## src/rtl/pbd_pkg.sv

```systemverilog
package pbd_pkg;
   typedef enum logic [1:0] {
      PBD_OFF   = 2'd0,
      PBD_TOR   = 2'd1,
      PBD_NA4   = 2'd2,
      PBD_NAPOT = 2'd3
   } pbd_mode_e;
endpackage

```

## src/rtl/pbd_napot.sv

```systemverilog
module pbd_napot #(
   parameter int unsigned ADDR_W = 30
) (
   input  logic [ADDR_W-1:0]   addr_i,
   output logic [ADDR_W+1:0]   lo_o,
   output logic [ADDR_W+1:0]   hi_o
);
   localparam int unsigned BW = ADDR_W + 2;
   localparam logic [BW-1:0] ONE = {{(BW-1){1'b0}}, 1'b1};

   logic [BW-1:0] y;
   logic [BW-1:0] y_inc;
   logic [BW-1:0] span;

   always_comb begin
      y     = {addr_i, 2'b11};
      y_inc = y + ONE;
      lo_o  = y & y_inc;
      hi_o  = y | y_inc;
      span  = hi_o - lo_o;
      // the region is a power of two in size and aligned to that size
      a_r7_napot_aligned: assert (((span + ONE) & span) == '0 && (lo_o & span) == '0);
   end
endmodule

```

## src/rtl/pbd_entry_decode.sv

```systemverilog
module pbd_entry_decode
   import pbd_pkg::*;
#(
   parameter int unsigned ADDR_W = 30
) (
   input  logic [1:0]          mode_i,
   input  logic [ADDR_W-1:0]   addr_i,
   input  logic [ADDR_W-1:0]   prev_i,
   output logic [ADDR_W+1:0]   lo_o,
   output logic [ADDR_W+1:0]   hi_o,
   output logic                valid_o
);
   localparam int unsigned BW = ADDR_W + 2;
   localparam logic [BW-1:0] ONE = {{(BW-1){1'b0}}, 1'b1};

   logic [BW-1:0] np_lo;
   logic [BW-1:0] np_hi;
   logic [BW-1:0] tor_lo;
   logic [BW-1:0] tor_hi;
   logic [BW-1:0] word_base;

   pbd_napot #(.ADDR_W(ADDR_W)) u_napot (
      .addr_i (addr_i),
      .lo_o   (np_lo),
      .hi_o   (np_hi)
   );

   always_comb begin
      word_base = {addr_i, 2'b00};
      tor_lo    = {prev_i, 2'b00};
      tor_hi    = word_base - ONE;
      lo_o      = '0;
      hi_o      = '1;
      valid_o   = 1'b0;
      unique case (pbd_mode_e'(mode_i))
         PBD_OFF: begin
            lo_o = '0;
            hi_o = '1;
         end
         PBD_TOR: begin
            valid_o = 1'b1;
            if (tor_lo > tor_hi) begin
               lo_o = '0;
               hi_o = '0;
            end else begin
               lo_o = tor_lo;
               hi_o = tor_hi;
            end
         end
         PBD_NA4: begin
            valid_o = 1'b1;
            lo_o    = word_base;
            hi_o    = word_base + BW'(3);
         end
         PBD_NAPOT: begin
            valid_o = 1'b1;
            lo_o    = np_lo;
            hi_o    = np_hi;
         end
         default: begin
            lo_o = '0;
            hi_o = '1;
         end
      endcase
   end
endmodule

```

## src/rtl/pbd_region_bounds.sv

```systemverilog
module pbd_region_bounds #(
   parameter int unsigned NUM_ENTRIES = 4,
   parameter int unsigned ADDR_W      = 30
) (
   input  logic                               clk,
   input  logic                               rst_n,
   input  logic [2*NUM_ENTRIES-1:0]           mode_i,
   input  logic [NUM_ENTRIES*ADDR_W-1:0]      addr_i,
   output logic [NUM_ENTRIES*(ADDR_W+2)-1:0]  lo_o,
   output logic [NUM_ENTRIES*(ADDR_W+2)-1:0]  hi_o,
   output logic [NUM_ENTRIES-1:0]             valid_o
);
   localparam int unsigned BW = ADDR_W + 2;

   if (NUM_ENTRIES < 1) begin : g_bad_entries
      $error("pbd_region_bounds: NUM_ENTRIES must be at least 1");
   end
   if (ADDR_W < 2 || ADDR_W > 62) begin : g_bad_width
      $error("pbd_region_bounds: ADDR_W must lie in 2..62");
   end

   logic chk_armed_q;

   always_ff @(posedge clk or negedge rst_n) begin
      if (!rst_n) chk_armed_q <= 1'b0;
      else        chk_armed_q <= 1'b1;
   end

   for (genvar k = 0; k < NUM_ENTRIES; k++) begin : g_entry
      logic [ADDR_W-1:0] prev_addr;
      logic [BW-1:0]     lo_d;
      logic [BW-1:0]     hi_d;
      logic              valid_d;
      logic [BW-1:0]     lo_q;
      logic [BW-1:0]     hi_q;
      logic              valid_q;

      if (k == 0) begin : g_base
         assign prev_addr = '0;
      end else begin : g_link
         assign prev_addr = addr_i[(k-1)*ADDR_W +: ADDR_W];
      end

      pbd_entry_decode #(.ADDR_W(ADDR_W)) u_dec (
         .mode_i  (mode_i[2*k +: 2]),
         .addr_i  (addr_i[k*ADDR_W +: ADDR_W]),
         .prev_i  (prev_addr),
         .lo_o    (lo_d),
         .hi_o    (hi_d),
         .valid_o (valid_d)
      );

      always_ff @(posedge clk or negedge rst_n) begin
         if (!rst_n) begin
            lo_q    <= '0;
            hi_q    <= '0;
            valid_q <= 1'b0;
         end else begin
            lo_q    <= lo_d;
            hi_q    <= hi_d;
            valid_q <= valid_d;
         end
      end

      assign lo_o[k*BW +: BW] = lo_q;
      assign hi_o[k*BW +: BW] = hi_q;
      assign valid_o[k]       = valid_q;

      // valid follows the mode sampled one edge earlier
      a_r9_valid_tracks_mode: assert property (@(posedge clk) disable iff (!rst_n)
         chk_armed_q |-> (valid_q == ($past(mode_i[2*k +: 2]) != 2'd0)));

      // R4 (and R5..R7): an active entry never has its lowest above its highest
      a_r4_bounds_ordered: assert property (@(posedge clk) disable iff (!rst_n)
         valid_q |-> (lo_q <= hi_q));

      // a four-byte entry spans exactly four bytes
      a_r6_na4_span: assert property (@(posedge clk) disable iff (!rst_n)
         (chk_armed_q && $past(mode_i[2*k +: 2]) == 2'd2) |-> ((hi_q - lo_q) == BW'(3)));
   end
endmodule

```

## config.mk

```make
export PLATFORM = sky130hd
export DESIGN_NAME = pbd_region_bounds
export DESIGN_NICKNAME = d
export VERILOG_FILES = /design/src/rtl/pbd_pkg.sv /design/src/rtl/pbd_napot.sv /design/src/rtl/pbd_entry_decode.sv /design/src/rtl/pbd_region_bounds.sv
export SDC_FILE = /design/constraint.sdc
export NUM_CORES = 1
export LEC_CHECK = 0
export ABC_AREA = 1
export ABC_CLOCK_PERIOD_IN_PS = 900
export CAP_MARGIN = 20
export CORE_ASPECT_RATIO = 1.4
export CORE_MARGIN = 5
export CORE_UTILIZATION = 30
export CTS_CLUSTER_SIZE = 24
export DETAILED_ROUTE_END_ITERATION = 12
export HOLD_SLACK_MARGIN = 0.08
export PLACE_DENSITY = 0.5
export SLEW_MARGIN = 5
export SYNTH_ARGS = -nofsm -noshare
export SYNTH_HDL_FRONTEND = slang
export SYNTH_HIERARCHICAL = 1
export SYNTH_SLANG_ARGS = --single-unit
```

## constraint.sdc

```tcl
create_clock -name clk -period 0.9 [get_ports clk]
set_clock_uncertainty 0.1 [all_clocks]
set_input_delay 0.18 -clock clk [delete_from_list [all_inputs] [get_ports clk]]
set_output_delay 0.18 -clock clk [all_outputs]
set_load 0.01 [all_outputs]
```

---- Word-level counts from Yosys, hierarchy flattened ----
Index checks and enable logic that the tools add are counted.
word-level totals
  bits in registers ....................... 260
  word-level logic and storage cells ...... 76
  input port bits ......................... 130
  output and inout bits ................... 260
operators by class
  muxes and demuxes ....................... 19
  reduce and logical (&&, ||, !) cells .... 9
  add/subtract/negate cells ............... 12
  order comparisons ....................... 4
  equality and inequality tests ........... 12
  bitwise gates (word level) .............. 8
operator list
  kind                                                 number
  case mux 32 bit (4 select lines)                     7
  2-to-1 mux 32 bit                                    7
  adder 32 x 1 -> 32 bit, second input constant        4
  adder 32 x 2 -> 32 bit, second input constant        4
  AND 32 bit                                           4
  OR 32 bit                                            4
  subtractor 32 x 1 -> 32 bit, second input constant   4
  > comparator 32 bit                                  3
  case mux 32 bit (3 select lines)                     1
  > comparator 1 x 32 -> 1 bit, first input constant   1
  equality test 2 bit, second input constant           8
  OR reduction 3 bit                                   4
  equality test 2 x 1 -> 1 bit, second input constant  4
  logical NOT 2 bit                                    4
  2-to-1 mux 1 bit                                     4
  OR reduction 2 bit                                   1

---- Depth between registers and ports, before layout ----
  depth in word-level cells ............... 4
  mapped depth ............................ 20
  gate-level depth less buffers ........... 19

---- Cells and area by module ----
Netlist, hierarchy kept.
modules (own cells, without submodules)
  module                                   area an instance (sq um)  sequential area each (sq um)  cells an instance  instances
  pbd_entry_decode (g_entry[0].u_dec ...)  3,258.1                   0.0                           612                3
  pbd_region_bounds                        6,540.0                   6,506.2                       265                1
  pbd_napot                                918.4                     0.0                           200                4
  pbd_entry_decode (g_entry[2].u_dec)      3,284.4                   0.0                           609                1

---- Least setup slack after synthesis ----
Ideal clock, no wire load.
  path kind ............................... input port to flip-flop
  from .................................... input port addr_i[30]
  to ...................................... register g_entry[1].hi_q[30]
  setup slack ............................. -1.576 ns
  required time ........................... 0.674 ns
  data arrival time ....................... 2.251 ns
  stages on the path ...................... 19
  cells stage by stage .................... inv_1 ha_1 nand2_1 inv_1 nand2_2 nor2_1 nor2_1 nor2_2 inv_1 ha_1 nand2_1 nor2_1 and2_1 nand2_1 nor2_2 nand2_2 buf_6 nand4_1 nand2_1
on the way
  word-level cells in the longest chain between the ends .. 4
  elaborated cells between the ends (all ways) .. 7
  those cells by class .................... add/sub: 3; order compare: 1; mux: 2; bitwise: 1
RTL lines
  item                                line                     source
  start, declared                     pbd_region_bounds.sv:8   input logic [NUM_ENTRIES*ADDR_W-1:0] addr_i,
  subtractor 32 x 1 -> 32 bit         pbd_entry_decode.sv:31   tor_hi = word_base - ONE;
  > comparator 32 bit                 pbd_entry_decode.sv:42   if (tor_lo > tor_hi) begin
  2-to-1 mux 32 bit                   pbd_entry_decode.sv:42
  case mux 32 bit (4 select lines) *  pbd_entry_decode.sv:35   unique case (pbd_mode_e'(mode_i))
  named net g_entry[1].hi_d[30]       pbd_region_bounds.sv:32  logic [BW-1:0] hi_d;
  end signal, assigned                pbd_region_bounds.sv:60  hi_q <= hi_d;
  end, declared                       pbd_region_bounds.sv:35  logic [BW-1:0] hi_q;
Mark *: on every way through the listed nets, which the timed path passes. The rest lies on a longest branch.

---- Final worst setup path ----
  from .................................... input port addr_i[34]
  to ...................................... register g_entry[1].lo_q[19]
on the way
  word-level cells in the longest chain between the ends .. 4
  elaborated cells between the ends (all ways) .. 6
  those cells by class .................... add/sub: 2; order compare: 1; mux: 2; bitwise: 1
RTL lines
  item                                line                     source
  subtractor 32 x 1 -> 32 bit         pbd_entry_decode.sv:31
  > comparator 32 bit                 pbd_entry_decode.sv:42
  2-to-1 mux 32 bit                   pbd_entry_decode.sv:42
  case mux 32 bit (4 select lines) *  pbd_entry_decode.sv:35
  named net g_entry[1].lo_d[19]       pbd_region_bounds.sv:31  logic [BW-1:0] lo_d;
  end signal, assigned                pbd_region_bounds.sv:59  lo_q <= lo_d;
  end, declared                       pbd_region_bounds.sv:34  logic [BW-1:0] lo_q;
Marks and branches as above.

==> impl_metrics.json <==
{
  "ys_seq_area_frac": 0.280,
  "ant_nets": 0,
  "synth_cells": 3510,
  "hpwl_um": 103000,
  "antenna_found_initial": 7,
  "vias": 29300,
  "final_cells": 6017,
  "die_width_um": 245,
  "endpoint_kind": "flop",
  "wire_per_inst_um": 22.0,
  "hold_viol_final": 33,
  "wl_um": 132000,
  "rows": 120,
  "vdd_drop_max_mv": 1.50,
  "critPathKind": "input port to flop",
  "critPathMaxFanout": 8,
  "worstPathArrival_ps": 2750,
  "io_buffer_count": 389,
  "tightest_slew_ps": 2840,
  "status": "finished, violations left",
  "slew_headroom": -0.890,
  "cts_max_level": 1,
  "cap_violations": 0,
  "clockRootBuffer": "clkbuf_16",
  "fin_hold_ws_ps": -149,
  "fp.dieH_um": 340,
  "hold_path.class": "input port to asynchronous set/reset pin",
  "final_common_cell": "buf_4",
  "drt_first_pass_iters": 5,
  "setup_ws_ps": -1450,
  "drc": 0,
  "drv_slew": 62,
  "finalPower_uw": 43900,
  "fmax_ghz": 0.425,
  "dr.first_iter.drc_count": 1668,
  "avgSynthCellArea_um2": 6.63,
  "grt_usage": 0.304,
  "p_per_area_mw_per_mm2": 1050,
  "fin_crit_sh": 2.62,
  "placed_cells": 5741,
  "cts_tree": "done",
  "initial_core_util": 0.303,
  "netlist_area_mm2": 0.0233,
  "grt_pass1_wl_um": 190000,
  "post-route-util": 0.544,
  "syn2layout_area_growth_pct": 79.4,
  "power_leakage_uw": 0.0208,
  "viasPerCell": 4.87,
  "cp-start-kind": "input port",
  "clockBufferDepth": 3,
  "grt_max_degree": 62,
  "place_area_mm2": 0.0361,
  "gp_congestion": 0.986,
  "grt-ovfl-total": 0,
  "setup_viol": 508,
  "cts_sinks": 260,
  "grt_pass1_vias": 30200,
  "layout_common_cells": "buf_4 (886), nand2_1 (845), inv_1 (509)",
  "fillerInstances": 7429,
  "design_area_mm2": 0.0418,
  "core_mm2": 0.0767,
  "netlist-cell-type-count": 35,
  "layout.nets": 5201,
  "die_area_mm2": 0.0833,
  "yosys_warnings": 6,
  "synth-seq-cells": 260,
  "required_ps": 1300,
  "fin_crit_ps": 2350,
  "path_clk_slew_ps": 60,
  "drive_above_1_share": 0.375,
  "violations": "hold timing, slew limit, setup timing",
  "cts_buffers": 31,
  "ios": 390,
  "rsz0062_at_grt": "yes"
}
==> critical path, stage by stage <==
cell     delay [ps]
buf_8           100
buf_6           110
nor2_4          140
nand2_4          80
nor2_8          180
nand2_4         100
nor2_4          110
buf_6           110
nand3_2          60
nand2_2          80
inv_2            50
ha_4            270
nand2_4          50
nor2_4          100
and2_4          170
nand2_4          60
nor2_4          190
nand2_8         110
buf_12          160
buf_16          140
nand4_1          80
nand2_1          90
==> cells in the mapped netlist <==
| master | n | share of area |
|---|---|---|
| nand3_2 | 7 | 0.0030 |
| a21o_1 | 8 | 0.0026 |
| clkinv_1 | 8 | 0.0013 |
| o21ai_2 | 1 | 0.00038 |
| a22o_1 | 24 | 0.0090 |
| clkbuf_1 | 58 | 0.0094 |
| dfrtp_1 | 260 | 0.28 |
| ha_1 | 120 | 0.065 |
| buf_4 | 29 | 0.0094 |
| a21oi_1 | 105 | 0.023 |
| nor2_8 | 14 | 0.012 |
| a21oi_2 | 4 | 0.0015 |
| a221oi_1 | 120 | 0.045 |
| conb_1 | 9 | 0.0015 |
| nand2_2 | 45 | 0.012 |
| nand2_4 | 18 | 0.0087 |
| and2_1 | 5 | 0.0013 |
| nor2_4 | 45 | 0.022 |
| nand3_1 | 50 | 0.011 |
| nand3b_1 | 5 | 0.0016 |
| buf_2 | 55 | 0.012 |
| nor2_2 | 50 | 0.013 |
| nor2_1 | 373 | 0.060 |
| xor2_1 | 49 | 0.018 |
| o21ai_1 | 36 | 0.0077 |
| o21bai_1 | 8 | 0.0026 |
| inv_1 | 554 | 0.089 |
| or2_2 | 8 | 0.0022 |
| o21ai_0 | 107 | 0.023 |
| nand2_1 | 1010 | 0.16 |
| nand4_1 | 278 | 0.075 |
| nor3_1 | 8 | 0.0017 |
| buf_6 | 18 | 0.0087 |
| inv_2 | 5 | 0.00081 |
| or2_1 | 16 | 0.0043 |
==> registers in the layout (all words and copies together), names as in the netlist <==
| register | cells |
|---|---|
| g_entry.hi_q | 128 |
| g_entry.lo_q | 128 |
| g_entry.valid_q | 4 |
==> metal layers <==
| metal | up-vias | GRT usage | wire, um |
|---|---|---|---|
| li1 | 14200 | - | - |
| met2 | 1010 | 0.570 | 68800 |
| met1 | 13700 | 0.296 | 44300 |
| met3 | 406 | 0.0457 | 6510 |
| met5 | - | 0 | 52 |
| met4 | 8 | 0.230 | 12600 |
==> cell families after synthesis <==
logic type | share of synthesized area
simple gates | 0.391
buf+inv | 0.131
flops | 0.280
xor+xnor | 0.0184
compound gates | 0.115
other cells | 0.00145
fa+ha+maj | 0.0645
==> worst paths after layout <==
check | to | start | slack [ps]
max in group asynchronous | g_entry[3].hi_q[23] | rst_n | 280
min | g_entry[0].lo_q[2] | rst_n | -150
max | g_entry[1].lo_q[19] | addr_i[34] | -1450
min in group clk | g_entry[3].hi_q[4] | addr_i[92] | -140
==> final cells by class <==
type | instances | area (um2) | share of cell area
repair buffers | 1492 | 13900 | 0.334
clock buffers | 40 | 830 | 0.0199
inverters | 567 | 2180 | 0.0521
clock inverters | 18 | 198 | 0.00474
flip-flops and latches | 260 | 6510 | 0.156
well taps | 1037 | 1300 | 0.0311
diodes | 4 | 10.0 | 0.000240
multi-input cells | 2599 | 16800 | 0.402
==> stage by stage <==
| step | setup WS, ps | setup TNS (ps) |
|---|---|---|
| global placement | -2850 | -619120 |
| global route | -1540 | -552690 |
| finish | -1450 | -515060 |
| CTS | -1510 | -524240 |
| floorplan | -1370 | -259640 |
| detailed placement | -2830 | -619930 |
==> where the power goes <==
part / internal [uW] / total (uW) / switching (uW)
registers: 12800 / 13300 / 526
logic: 8340 / 17500 / 9130
clock network: 7390 / 13100 / 5690
total: 28500 / 43900 / 15300
==> what timing repair did <==
item | 4_1_cts | 5_1_grt
buffers inserted | 125 | 27
gates resized for setup | 724 | 260
endpoints found under the setup margin | 508 | 508
hold buffers | 48 | 11
pin swaps | 252 | 208
endpoints found under the hold margin | 371 | 92
gates cloned | 28 | 2
(Power assumes the default switching activity.)
